`config.mk`:
```
export PLATFORM = sky130hd
export DESIGN_NAME = hub_port_ctl
export DESIGN_NICKNAME = d
export VERILOG_FILES = /design/src/rtl/hub_port_pkg.sv /design/src/rtl/hub_port_timer.sv /design/src/rtl/hub_port_flag.sv /design/src/rtl/hub_port_ctl.sv
export SDC_FILE = /design/constraint.sdc
export NUM_CORES = 1
export LEC_CHECK = 0
export ABC_AREA = 1
export ABC_CLOCK_PERIOD_IN_PS = 3320
export BUFFER_PORTS_ARGS = -buffer_cell sky130_fd_sc_hd__buf_4
export CELL_PAD_IN_SITES_DETAIL_PLACEMENT = 0
export CELL_PAD_IN_SITES_GLOBAL_PLACEMENT = 2
export CORE_MARGIN = 1.5
export CORE_UTILIZATION = 33
export CTS_CLUSTER_DIAMETER = 60
export DETAILED_ROUTE_END_ITERATION = 8
export PLACE_DENSITY = 0.84
export SLEW_MARGIN = 20
export SYNTH_ARGS = -nofsm -noshare
export SYNTH_HDL_FRONTEND = slang
export SYNTH_SLANG_ARGS = --single-unit
```
`constraint.sdc`:
```
create_clock -name clk_i -period 3.32 [get_ports clk_i]
set_input_delay 0 -clock clk_i [delete_from_list [all_inputs] [get_ports clk_i]]
set_output_delay 0 -clock clk_i [all_outputs]
set_load 0.03 [all_outputs]
```
`src/rtl/hub_port_pkg.sv`:
```
package hub_port_pkg;
  localparam int unsigned DW     = 32;
  localparam int unsigned B_CCS  = 0;
  localparam int unsigned B_PSS  = 2;
  localparam int unsigned B_POCI = 3;
  localparam int unsigned B_PRS  = 4;
  localparam int unsigned B_CSC  = 16;
  localparam int unsigned B_PSSC = 18;
  localparam int unsigned B_PRSC = 20;
  localparam int unsigned NFLAG  = 3;
  // flag index -> bit position
  function automatic int unsigned flag_bit(int unsigned idx);
    case (idx)
      0:       return B_CSC;
      1:       return B_PSSC;
      default: return B_PRSC;
    endcase
  endfunction
endpackage

```
`src/rtl/hub_port_timer.sv`:
```
module hub_port_timer #(
  parameter int unsigned CYCLES = 1000,
  localparam int unsigned CW = $clog2(CYCLES + 1)
) (
  input  logic clk_i,
  input  logic rst_ni,
  input  logic start_i,
  input  logic abort_i,
  output logic busy_o,
  output logic done_o
);
  logic [CW-1:0] cnt_q;
  logic          busy_q;

  assign done_o = busy_q && (cnt_q == '0);
  assign busy_o = busy_q;

  always_ff @(posedge clk_i or negedge rst_ni) begin
    if (!rst_ni) begin
      busy_q <= 1'b0;
      cnt_q  <= '0;
    end else if (abort_i || done_o) begin
      busy_q <= 1'b0;
      cnt_q  <= '0;
    end else if (start_i && !busy_q) begin
      busy_q <= 1'b1;
      cnt_q  <= CW'(CYCLES - 1);
    end else if (busy_q) begin
      cnt_q  <= cnt_q - 1'b1;
    end
  end
endmodule

```
`src/rtl/hub_port_flag.sv`:
```
module hub_port_flag (
  input  logic clk_i,
  input  logic rst_ni,
  input  logic set_i,
  input  logic clr_i,
  output logic q_o
);
  always_ff @(posedge clk_i or negedge rst_ni) begin
    if (!rst_ni)     q_o <= 1'b0;
    else if (set_i)  q_o <= 1'b1;   // set beats clear
    else if (clr_i)  q_o <= 1'b0;
  end
endmodule

```
`src/rtl/hub_port_ctl.sv`:
```
module hub_port_ctl
  import hub_port_pkg::*;
#(
  parameter int unsigned CLK_HZ        = 100_000_000,
  parameter int unsigned RESET_CYCLES  = CLK_HZ / 100,
  parameter int unsigned RESUME_CYCLES = CLK_HZ / 50,
  parameter bit          OC_PER_PORT   = 1'b1
) (
  input  logic          clk_i,
  input  logic          rst_ni,
  input  logic          wr_en_i,
  input  logic [DW-1:0] wr_data_i,
  output logic [DW-1:0] rd_data_o,
  input  logic          connect_i,
  input  logic          overcurrent_i,
  input  logic          global_resume_i,
  output logic          port_reset_o,
  output logic          port_resume_o,
  output logic          change_o
);
  logic ccs_q, pss_q;
  logic conn_edge, drop;
  logic wr_rst, wr_sus, wr_res;
  logic rst_start, rst_busy, rst_done;
  logic res_start, res_abort, res_busy, res_done;
  logic [NFLAG-1:0] flag_set, flag_clr, flag_q;
  logic unused_wr;

  assign unused_wr = ^{wr_data_i[31:21], wr_data_i[19], wr_data_i[17],
                       wr_data_i[15:5], wr_data_i[1:0]};

  assign conn_edge = ccs_q ^ connect_i;
  assign drop      = ccs_q & ~connect_i;

  assign wr_rst = wr_en_i & wr_data_i[B_PRS];
  assign wr_sus = wr_en_i & wr_data_i[B_PSS];
  assign wr_res = wr_en_i & wr_data_i[B_POCI];

  assign rst_start = wr_rst & ccs_q & ~drop;
  assign res_start = wr_res & pss_q & ~rst_busy & ~drop & ~global_resume_i;
  assign res_abort = drop | global_resume_i | rst_done;

  hub_port_timer #(.CYCLES(RESET_CYCLES)) u_rst_tmr (
    .clk_i, .rst_ni, .start_i(rst_start), .abort_i(drop),
    .busy_o(rst_busy), .done_o(rst_done)
  );

  hub_port_timer #(.CYCLES(RESUME_CYCLES)) u_res_tmr (
    .clk_i, .rst_ni, .start_i(res_start), .abort_i(res_abort),
    .busy_o(res_busy), .done_o(res_done)
  );

  always_ff @(posedge clk_i or negedge rst_ni) begin
    if (!rst_ni) begin
      ccs_q <= 1'b0;
      pss_q <= 1'b0;
    end else begin
      ccs_q <= connect_i;
      if (drop || rst_done || global_resume_i || res_done) pss_q <= 1'b0;
      else if (wr_sus && ccs_q)                           pss_q <= 1'b1;
    end
  end

  // flag 0: connect change, 1: suspend change, 2: reset change
  assign flag_set[0] = conn_edge | ((wr_rst | wr_sus) & ~ccs_q);
  assign flag_set[1] = res_done & ~res_abort;
  assign flag_set[2] = rst_done & ~drop;

  for (genvar g = 0; g < NFLAG; g++) begin : g_flag
    assign flag_clr[g] = wr_en_i & wr_data_i[flag_bit(g)];
    hub_port_flag u_flag (
      .clk_i, .rst_ni, .set_i(flag_set[g]), .clr_i(flag_clr[g]), .q_o(flag_q[g])
    );
  end

  always_comb begin
    rd_data_o                 = '0;
    rd_data_o[B_CCS]          = ccs_q;
    rd_data_o[B_PSS]          = pss_q;
    rd_data_o[B_POCI]         = OC_PER_PORT & overcurrent_i;
    rd_data_o[B_PRS]          = rst_busy;
    for (int i = 0; i < NFLAG; i++) rd_data_o[flag_bit(i)] = flag_q[i];
  end

  assign port_reset_o  = rst_busy;
  assign port_resume_o = res_busy;
  assign change_o      = |flag_q;
endmodule

```
==> metrics.yaml, run 1 <==
floorplanning:
  initial_cell_density_of_the_core_pct: 33.8
  fp.dieArea_um2: 11100
  boundaryPins: 73
  die_height_um: 106
  floorplan.rows: 37
  placeableCoreArea_um2: 10300
  overall_die_width_um: 106
place:
  dp_hpwl_um: 5820
  globalplace.congestion: 0.818
  number_of_buffer_cells_added_on_primary_ports: 19
global_route:
  maximum_number_of_pins_on_one_net_before_global_route_repair: 49
  initial_antenna_violation_count: 0
  grt-ovfl-total: 0
  grt_util_all_layers_pct: 16.0
  first_global_vias: 2865
  grt_pass1_wl_um: 14300
cts:
  cts.clk_slew.worst_paths_ns: 0.09
  tritoncts.num_buffers: 5
  cts-htree-levels: 2
  clk-insertion-delay-late_ns: 0.31
  cts_tree: "yes"
  clockRootBuffer: "clkbuf_8"
  clk_path_buf_depth: 2
  cts.repair.resized: 0
  clkSinkCount: 48
sta:
  setup_total_negative_slack_ns: 0
  worst_pin_slew_ns: 0.661
  rsz_0062_raised_after_global_routing: "no"
  fin_skew_ns: 0.00801
  final_hold_viol_count: 0
  fmax_ghz: 0.446
  slew_headroom_pct: 55.9
  finalSetupViolations: 0
  final_max_slew_viol_count: 0
  layout_worst_path_cycle_share_pct: 67.5
  period_needed_ns: 2.24
synth:
  ys.warnings.count: 0
  ys_top_cells_by_area: "dfrtp_1 35%, nand2_1 14%, nand3_1 9.8%"
  synth_flop_cell: "dfrtp_1"
  synth_cells: 491
  yosysUniqueCellTypes: 34
  synth_xor_xnor_area_share_pct: 3.28
  synth-edff-count: 0
  yosys.area_share.adder_pct: 1.44
  synth_compound_area_share_pct: 4.80
  yosysMostFrequentCell: "nand2_1"
  ys_seq_elements: 48
  sequential_element_share_of_the_synthesized_area_pct: 34.6
  syn_avg_cell_area_um2: 7.07
  synth_top_family_by_area: "simple AND/OR/NAND/NOR gates"
  post_synth_mux_area_share_pct: 0
  synth_async_sr_flop_share_pct: 100
  area_leader_netlist: "dfrtp_1"
  yosys.area_share.simple_pct: 41.4
  synth_area_um2: 3470
  synth.cells.most_frequent: "134 x nand2_1, 68 x nand3_1, 66 x nor2_1"
  synth_top_cell_area_share_pct: 34.6
final_layout:
  drive_gt1_share_pct: 11.9
  n_antenna_cell: 0
  utilization_pct: 36.0
  count_of_nets_after_finishing: 548
  fillers: 1141
  area_growth_syn_to_layout_pct: 6.67
job:
  maxCapViolCount: 0
critical_path:
  cp_cell_sequence: "ha_1 -> nor2_4 -> nand2_1 -> nand2_2 -> inv_2 -> nand3_2 -> nand3_1 -> nand2_1"
  critical_path_class: "reg2reg"
  critical-path-top-cell-by-count: "nand2_1"
  cp_data_required_time_ns: 3.52
  critical_path.n_buffers_inverters: 1
  critical_path_peak_fanout: 22
  critPathLaunchType: "flip-flop"
  slowest_delay_ns: 0.46
  end_kind: "flip-flop"
  arrival_ns: 2.44
  crit_path_top_delay_cell: "dfrtp_1"
  timing.critical_path.max_delay_family: "simple AND/OR/NAND/NOR gates"
outcome:
  run_status: "completed"
drt:
  post_dr_vias_cell: 4.64
  drt_first_pass_iters: 4
  wirelength_um: 8250
  vias: 2978
  remaining_drc_errors: 0
  ant_nets: 0
  initialDrtViolationCount: 124
  avgRoutedWirePerCell_um: 12.9
hold_path:
  hp-class: "in2out"
pwr:
  irDropWorstVdd_mv: 0.295
  pwr_density_cell_nw_per_um2: 751
  power.static_leakage_nw: 1.95
## layout make-up
type                    instances  area (um^2)  area share, %
clock inverters                 1         5.00          0.135
inverters                      44          165           4.46
well taps                     136          170           4.60
repair buffers                 28          228           6.15
clock buffers                   6         72.6           1.96
flip-flops and latches         48         1200           32.5
multi-input cells             379         1860           50.2
## worst reg2reg max path, stage by stage (launching register included)
cell	delay, ns
dfrtp_1	0.46
ha_1	0.32
nor2_4	0.11
nand2_1	0.10
nand2_2	0.07
inv_2	0.38
nand3_2	0.42
nand3_1	0.22
nand2_1	0.07
## stage by stage
step | total power, mW | setup WS, ns | instance area [um^2] | instances | hold slack (ns)
3_3_place_gp | 2.43 | 1.06 | 3550 | 628 | 0.000205
4_1_cts | 2.81 | 1.04 | 3700 | 642 | 0.000205
2_1_floorplan | 2.15 | 1.73 | 3560 | 515 | -0.296
3_5_place_dp | 2.44 | 1.08 | 3550 | 628 | 0.000205
6_report | 2.78 | 1.08 | 3700 | 642 | 0.0000652
5_1_grt | 3.11 | 0.935 | 3700 | 642 | 0.000232
## state kept, by name, indices dropped and copies added (netlist names)
signal	cells
g_flag.u_flag.q_o	3
u_rst_tmr.cnt_q	20
ccs_q	1
u_res_tmr.cnt_q	21
u_res_tmr.busy_o	1
u_rst_tmr.busy_o	1
pss_q	1
## report_power, final
group / internal, mW / switching, mW
Sequential: 0.741 / 0.176
Combinational: 0.529 / 0.984
Clock: 0.144 / 0.207
## layout by cell type, fill, tap and decap left out, types with 4 or more instances in the layout
cell / netlist / routed
buf_4: 32 / 21
clkbuf_8: 0 / 5
conb_1: 1 / 25
dfrtp_1: 48 / 48
dlygate4sd3_1: 0 / 7
ha_1: 4 / 4
inv_1: 42 / 42
nand2_1: 134 / 134
nand2_2: 4 / 4
nand3_1: 68 / 68
nand3_2: 7 / 7
nand4_1: 6 / 6
nor2_1: 66 / 66
nor2_2: 7 / 7
nor2_4: 5 / 5
o21ai_0: 18 / 18
xnor2_1: 5 / 5
xor2_1: 8 / 8
## routing by layer
metal / routed length [um] / part of all wire [%] / track usage (%)
met1: 4230 / 51 / 23.1
met2: 3650 / 44 / 25.4
met4: 62 / 0.75 / 3.76
met3: 301 / 3.6 / 2.29
met5: 0 / 0 / 0
## what timing repair did
action,CTS,global route
setup endpoints to repair,0,0
hold endpoints to repair,53,0
hold buffers,7,0
setup buffers,0,0
## kinds of logic (layout without fill, tap and decap cells)
| family | after synthesis | count (layout) |
|---|---|---|
| compound gates | 29 | 29 |
| xor+xnor | 13 | 13 |
| fa+ha+maj | 4 | 4 |
| buf+inv | 88 | 79 |
| flops | 48 | 48 |
| other cells | 1 | 25 |
| simple gates | 308 | 308 |
## final timing paths
check,from,endpoint,slack (ns),cells after the start
worst max-delay path,ccs_q$_DFF_PN0_,u_res_tmr.cnt_q[5]$_DFFE_PN0P_,1.08,8
worst min-delay path,overcurrent_i,rd_data_o[3],0.00007,0
worst max register to register,ccs_q$_DFF_PN0_,u_res_tmr.cnt_q[5]$_DFFE_PN0P_,1.08,8
worst min register to register,u_rst_tmr.cnt_q[18]$_DFFE_PN0P_,u_rst_tmr.cnt_q[18]$_DFFE_PN0P_,0.51,2
max in group asynchronous,rst_ni,u_rst_tmr.cnt_q[15]$_DFFE_PN0P_,2.61,2
min in group asynchronous,rst_ni,u_res_tmr.cnt_q[19]$_DFFE_PN0P_,0.26,2
Note: power is estimated with default switching activity, not from simulation.
==> run 2: changes to the inputs <==
- ABC_AREA: 1 -> 0
- ABC_CLOCK_PERIOD_IN_PS: 3320 -> 2300
- CORE_UTILIZATION: 33 -> 32
- PLACE_DENSITY: 0.84 -> 0.78
- clock period: 3.32 -> 2.3 ns (I/O delays scaled with it)
==> run 2 against run 1 <==
Against the previous run:
- hold slack unchanged
- total power shrank 12%
- combinational power is 50% lower
- non-clock buffer count is 45 higher
- design area up 2.1%
- via count shrank 7.3%
- die area shrank 8.1%
- clock-buffer cell count did not move
- fmax grew 0.37%
- cell count fell by 15%
- sequential cell count is the same
- critical path depth shrank 3
- critical endpoint is now u_res_tmr.cnt_q[14]$_DFFE_PN0P_
==> metrics.yaml, run 2 <==
hold_path:
  hp-class: "in2out"  # unchanged
  hold_start: "overcurrent_i"  # unchanged
global_route:
  grt_pass1_wl_um: 13200  # was 14300 um
  maximum_number_of_pins_on_one_net_before_global_route_repair: 49  # unchanged
  first_global_vias: 2617  # was 2865
  initial_antenna_violation_count: 0  # unchanged
  grt-ovfl-total: 0  # unchanged
  grt_util_all_layers_pct: 16.5  # was 16.0%
cts:
  clkSinkCount: 48  # unchanged
  cts_tree: "yes"  # unchanged
  cts.clk_slew.worst_paths_ns: 0.09  # about the same
  cts-htree-levels: 2  # unchanged
  clk-insertion-delay-late_ns: 0.30  # was 0.31 ns
  clockRootBuffer: "clkbuf_8"  # unchanged
  tritoncts.num_buffers: 5  # unchanged
  clk_path_buf_depth: 2  # unchanged
drt:
  avgRoutedWirePerCell_um: 14.7  # was 12.9 um
  wirelength_um: 7990  # was 8250 um
  remaining_drc_errors: 0  # unchanged
  drt_first_pass_iters: 5  # was 4
  ant_nets: 0  # unchanged
  initialDrtViolationCount: 126  # was 124
  vias: 2760  # was 2978
  post_dr_vias_cell: 5.08  # was 4.64
final_layout:
  utilization_pct: 40.7  # was 36.0%
  largest_register_ffs: 21  # unchanged
  final_design_area_no_fill_um2: 3780  # was 3700 um^2
  regMostFlops: "u_res_tmr.cnt_q"  # unchanged
  layout_commonest_cell: "buf_4"  # was nand2_1
  n_antenna_cell: 0  # unchanged
  count_of_nets_after_finishing: 455  # was 548
  drive_gt1_share_pct: 24.4  # was 11.9%
  fillers: 952  # was 1141
  top_regs: "u_res_tmr.cnt_q (21), u_rst_tmr.cnt_q (20), g_flag.u_flag.q_o (3)"  # unchanged
  stdcell_count: 543  # was 642
  layout.cells.most_common_list: "65 x buf_4, 48 x dfrtp_1, 38 x nand2_1"  # was 134 x nand2_1, 68 x nand3_1, 66 x nor2_1
  area_growth_syn_to_layout_pct: 22.6  # was 6.67%
critical_path:
  crit_path_top_delay_cell: "or4_4"  # was dfrtp_1
  critical-path-top-cell-by-count: "or4_4"  # was nand2_1
  cp_data_required_time_ns: 2.49  # was 3.52 ns
  worst_setup_path_startpoint: "u_res_tmr.cnt_q[7]$_DFFE_PN0P_"  # was ccs_q$_DFF_PN0_
  critical_path_class: "reg2reg"  # unchanged
  critPathLaunchType: "flip-flop"  # unchanged
  critical_path.n_buffers_inverters: 0  # was 1
  slowest_delay_ns: 0.54  # was 0.46 ns
  arrival_ns: 2.43  # was 2.44 ns
  critical_path_peak_fanout: 4  # was 22
  timing.critical_path.max_delay_family: "simple AND/OR/NAND/NOR gates"  # unchanged
  end_kind: "flip-flop"  # unchanged
  regToRegStartpoint: "u_res_tmr.cnt_q[7]$_DFFE_PN0P_"  # was ccs_q$_DFF_PN0_
  cp_cell_sequence: "or4_4 -> or4_4 -> o31ai_4 -> nor2_2 -> a221o_1"  # was ha_1 -> nor2_4 -> nand2_1 -> nand2_2 -> inv_2 -> nand3_2 -> nand3_1 -> nand2_1
sta:
  period_needed_ns: 2.23  # was 2.24 ns
  fin_skew_ns: 0.0113  # was 0.00801 ns
  finalSetupViolations: 0  # unchanged
  final_max_slew_viol_count: 0  # unchanged
  layout_worst_path_cycle_share_pct: 97.1  # was 67.5%
  final_hold_viol_count: 0  # unchanged
  slew_headroom_pct: 56.9  # was 55.9%
  final.hold.worst_slack_ns: 0.0000652  # unchanged
  setup_total_negative_slack_ns: 0  # unchanged
  layout_setup_ws_ns: 0.0661  # was 1.08 ns
  fmax_ghz: 0.448  # was 0.446 GHz
  rsz_0062_raised_after_global_routing: "no"  # unchanged
  worst_pin_slew_ns: 0.646  # was 0.661 ns
place:
  globalplace.congestion: 0.794  # was 0.818
  dp_hpwl_um: 5760  # was 5820 um
  number_of_buffer_cells_added_on_primary_ports: 19  # unchanged
  dp.cells: 525  # was 628
  placement.cell_area_um2: 3530  # was 3550 um^2
  pre_cts_ws_ns: 0.0420  # was 1.08 ns
pwr:
  pwr_density_cell_nw_per_um2: 648  # was 751 nW/um^2
  power.static_leakage_nw: 1.74  # was 1.95 nW
  irDropWorstVdd_mv: 0.266  # was 0.295 mV
  total_power_mw: 2.45  # was 2.78 mW
synth:
  area_leader_netlist: "dfrtp_1"  # unchanged
  synth.cells.most_frequent: "48 x dfrtp_1, 38 x nand2_1, 32 x buf_4"  # was 134 x nand2_1, 68 x nand3_1, 66 x nor2_1
  syn_avg_cell_area_um2: 8.71  # was 7.07 um^2
  synth_top_cell_area_share_pct: 39.0  # was 34.6%
  synth_async_sr_flop_share_pct: 100  # unchanged
  synth-edff-count: 0  # unchanged
  synth_flop_cell: "dfrtp_1"  # unchanged
  yosysMostFrequentCell: "dfrtp_1"  # was nand2_1
  ys.warnings.count: 0  # unchanged
  ys_top_cells_by_area: "dfrtp_1 39%, buf_4 7.8%, nand2_1 4.6%"  # was dfrtp_1 35%, nand2_1 14%, nand3_1 9.8%
  yosysUniqueCellTypes: 63  # was 34
  sequential_element_share_of_the_synthesized_area_pct: 39.0  # was 34.6%
  ys_seq_elements: 48  # unchanged
  synth_area_um2: 3080  # was 3470 um^2
  synth_cells: 354  # was 491
job:
  maxCapViolCount: 0  # unchanged
outcome:
  run_status: "completed"  # unchanged
floorplanning:
  fp.dieArea_um2: 10200  # was 11100 um^2
  boundaryPins: 73  # unchanged
  placeableCoreArea_um2: 9280  # was 10300 um^2
  initial_cell_density_of_the_core_pct: 33.2  # was 33.8%
  die_height_um: 101  # was 106 um
  floorplan.rows: 35  # was 37
  overall_die_width_um: 101  # was 106 um
## run 2: cell count changes in the layout (fill, tap and decap cells not counted), moves of 6 or more
cell / before / now
a21oi_1: 3 / 10
nand3_1: 68 / 18
nor3_1: 1 / 9
nand2_1: 134 / 38
or3_1: 0 / 6
nor2_2: 7 / 1
nor2_1: 66 / 31
nand3_2: 7 / 1
buf_4: 21 / 65
nor4_1: 0 / 7
inv_1: 42 / 9
## run 2: power breakdown
part	internal, mW	switching (mW)
Sequential	0.940	0.146
Clock	0.323	0.293
Combinational	0.315	0.434
Total	1.58	0.873
## run 2: path summary, 6_finish.rpt
check,to,slack (ns),cells past startpoint
hold / removal,rd_data_o[3],0.00007,0
max in group asynchronous,u_rst_tmr.cnt_q[14]$_DFFE_PN0P_,1.60,2
setup reg to reg,u_res_tmr.cnt_q[14]$_DFFE_PN0P_,0.07,5
min in group asynchronous,u_res_tmr.cnt_q[0]$_DFFE_PN0P_,0.26,2
setup / recovery,u_res_tmr.cnt_q[14]$_DFFE_PN0P_,0.07,5
hold reg to reg,g_flag[1].u_flag.q_o$_DFFE_PN0P_,0.51,2
## run 2: area by class of cell
class	instances	area (um^2)	share of cell area, %
Clock buffer	6	72.6	1.92
Clock inverter	2	35.0	0.927
Inverter	9	33.8	0.894
Multi-Input combinational cell	276	1690	44.7
Sequential cell	48	1200	31.8
Tap cell	129	161	4.27
Timing Repair Buffer	73	588	15.6
## run 2: kinds of logic (layout without fill, tap and decap cells)
kind of cell | Yosys count | after routing | share of synthesized area (%)
XOR/XNOR | 12 | 12 | 3.41
adder cells (fa/ha/maj) | 4 | 4 | 1.62
flip-flops | 48 | 48 | 39.0
other | 1 | 25 | 0.122
AND/OR/NAND/NOR | 158 | 158 | 27.6
buffers and inverters | 54 | 90 | 10.8
AO/OA/AOI/OAI | 76 | 76 | 17.2
multiplexers | 1 | 1 | 0.325
## run 2: per-layer routing
metal	track usage [%]	part of all wire [%]
met1	23.2	50
met2	26.1	44
met3	2.83	4.2
met4	4.91	1.2
met5	0	0
## run 2: worst register-to-register path, stage by stage (launching register included)
cell	delay [ns]
dfrtp_1	0.40
or4_4	0.54
or4_4	0.52
o31ai_4	0.28
nor2_2	0.09
a221o_1	0.30
## run 2: what timing repair did
action | CTS | global route
hold endpoints to repair | 53 | 0
setup endpoints to repair | 0 | 11
buffers inserted | 0 | 4
hold buffers | 6 | 0
resized for setup | 0 | 9
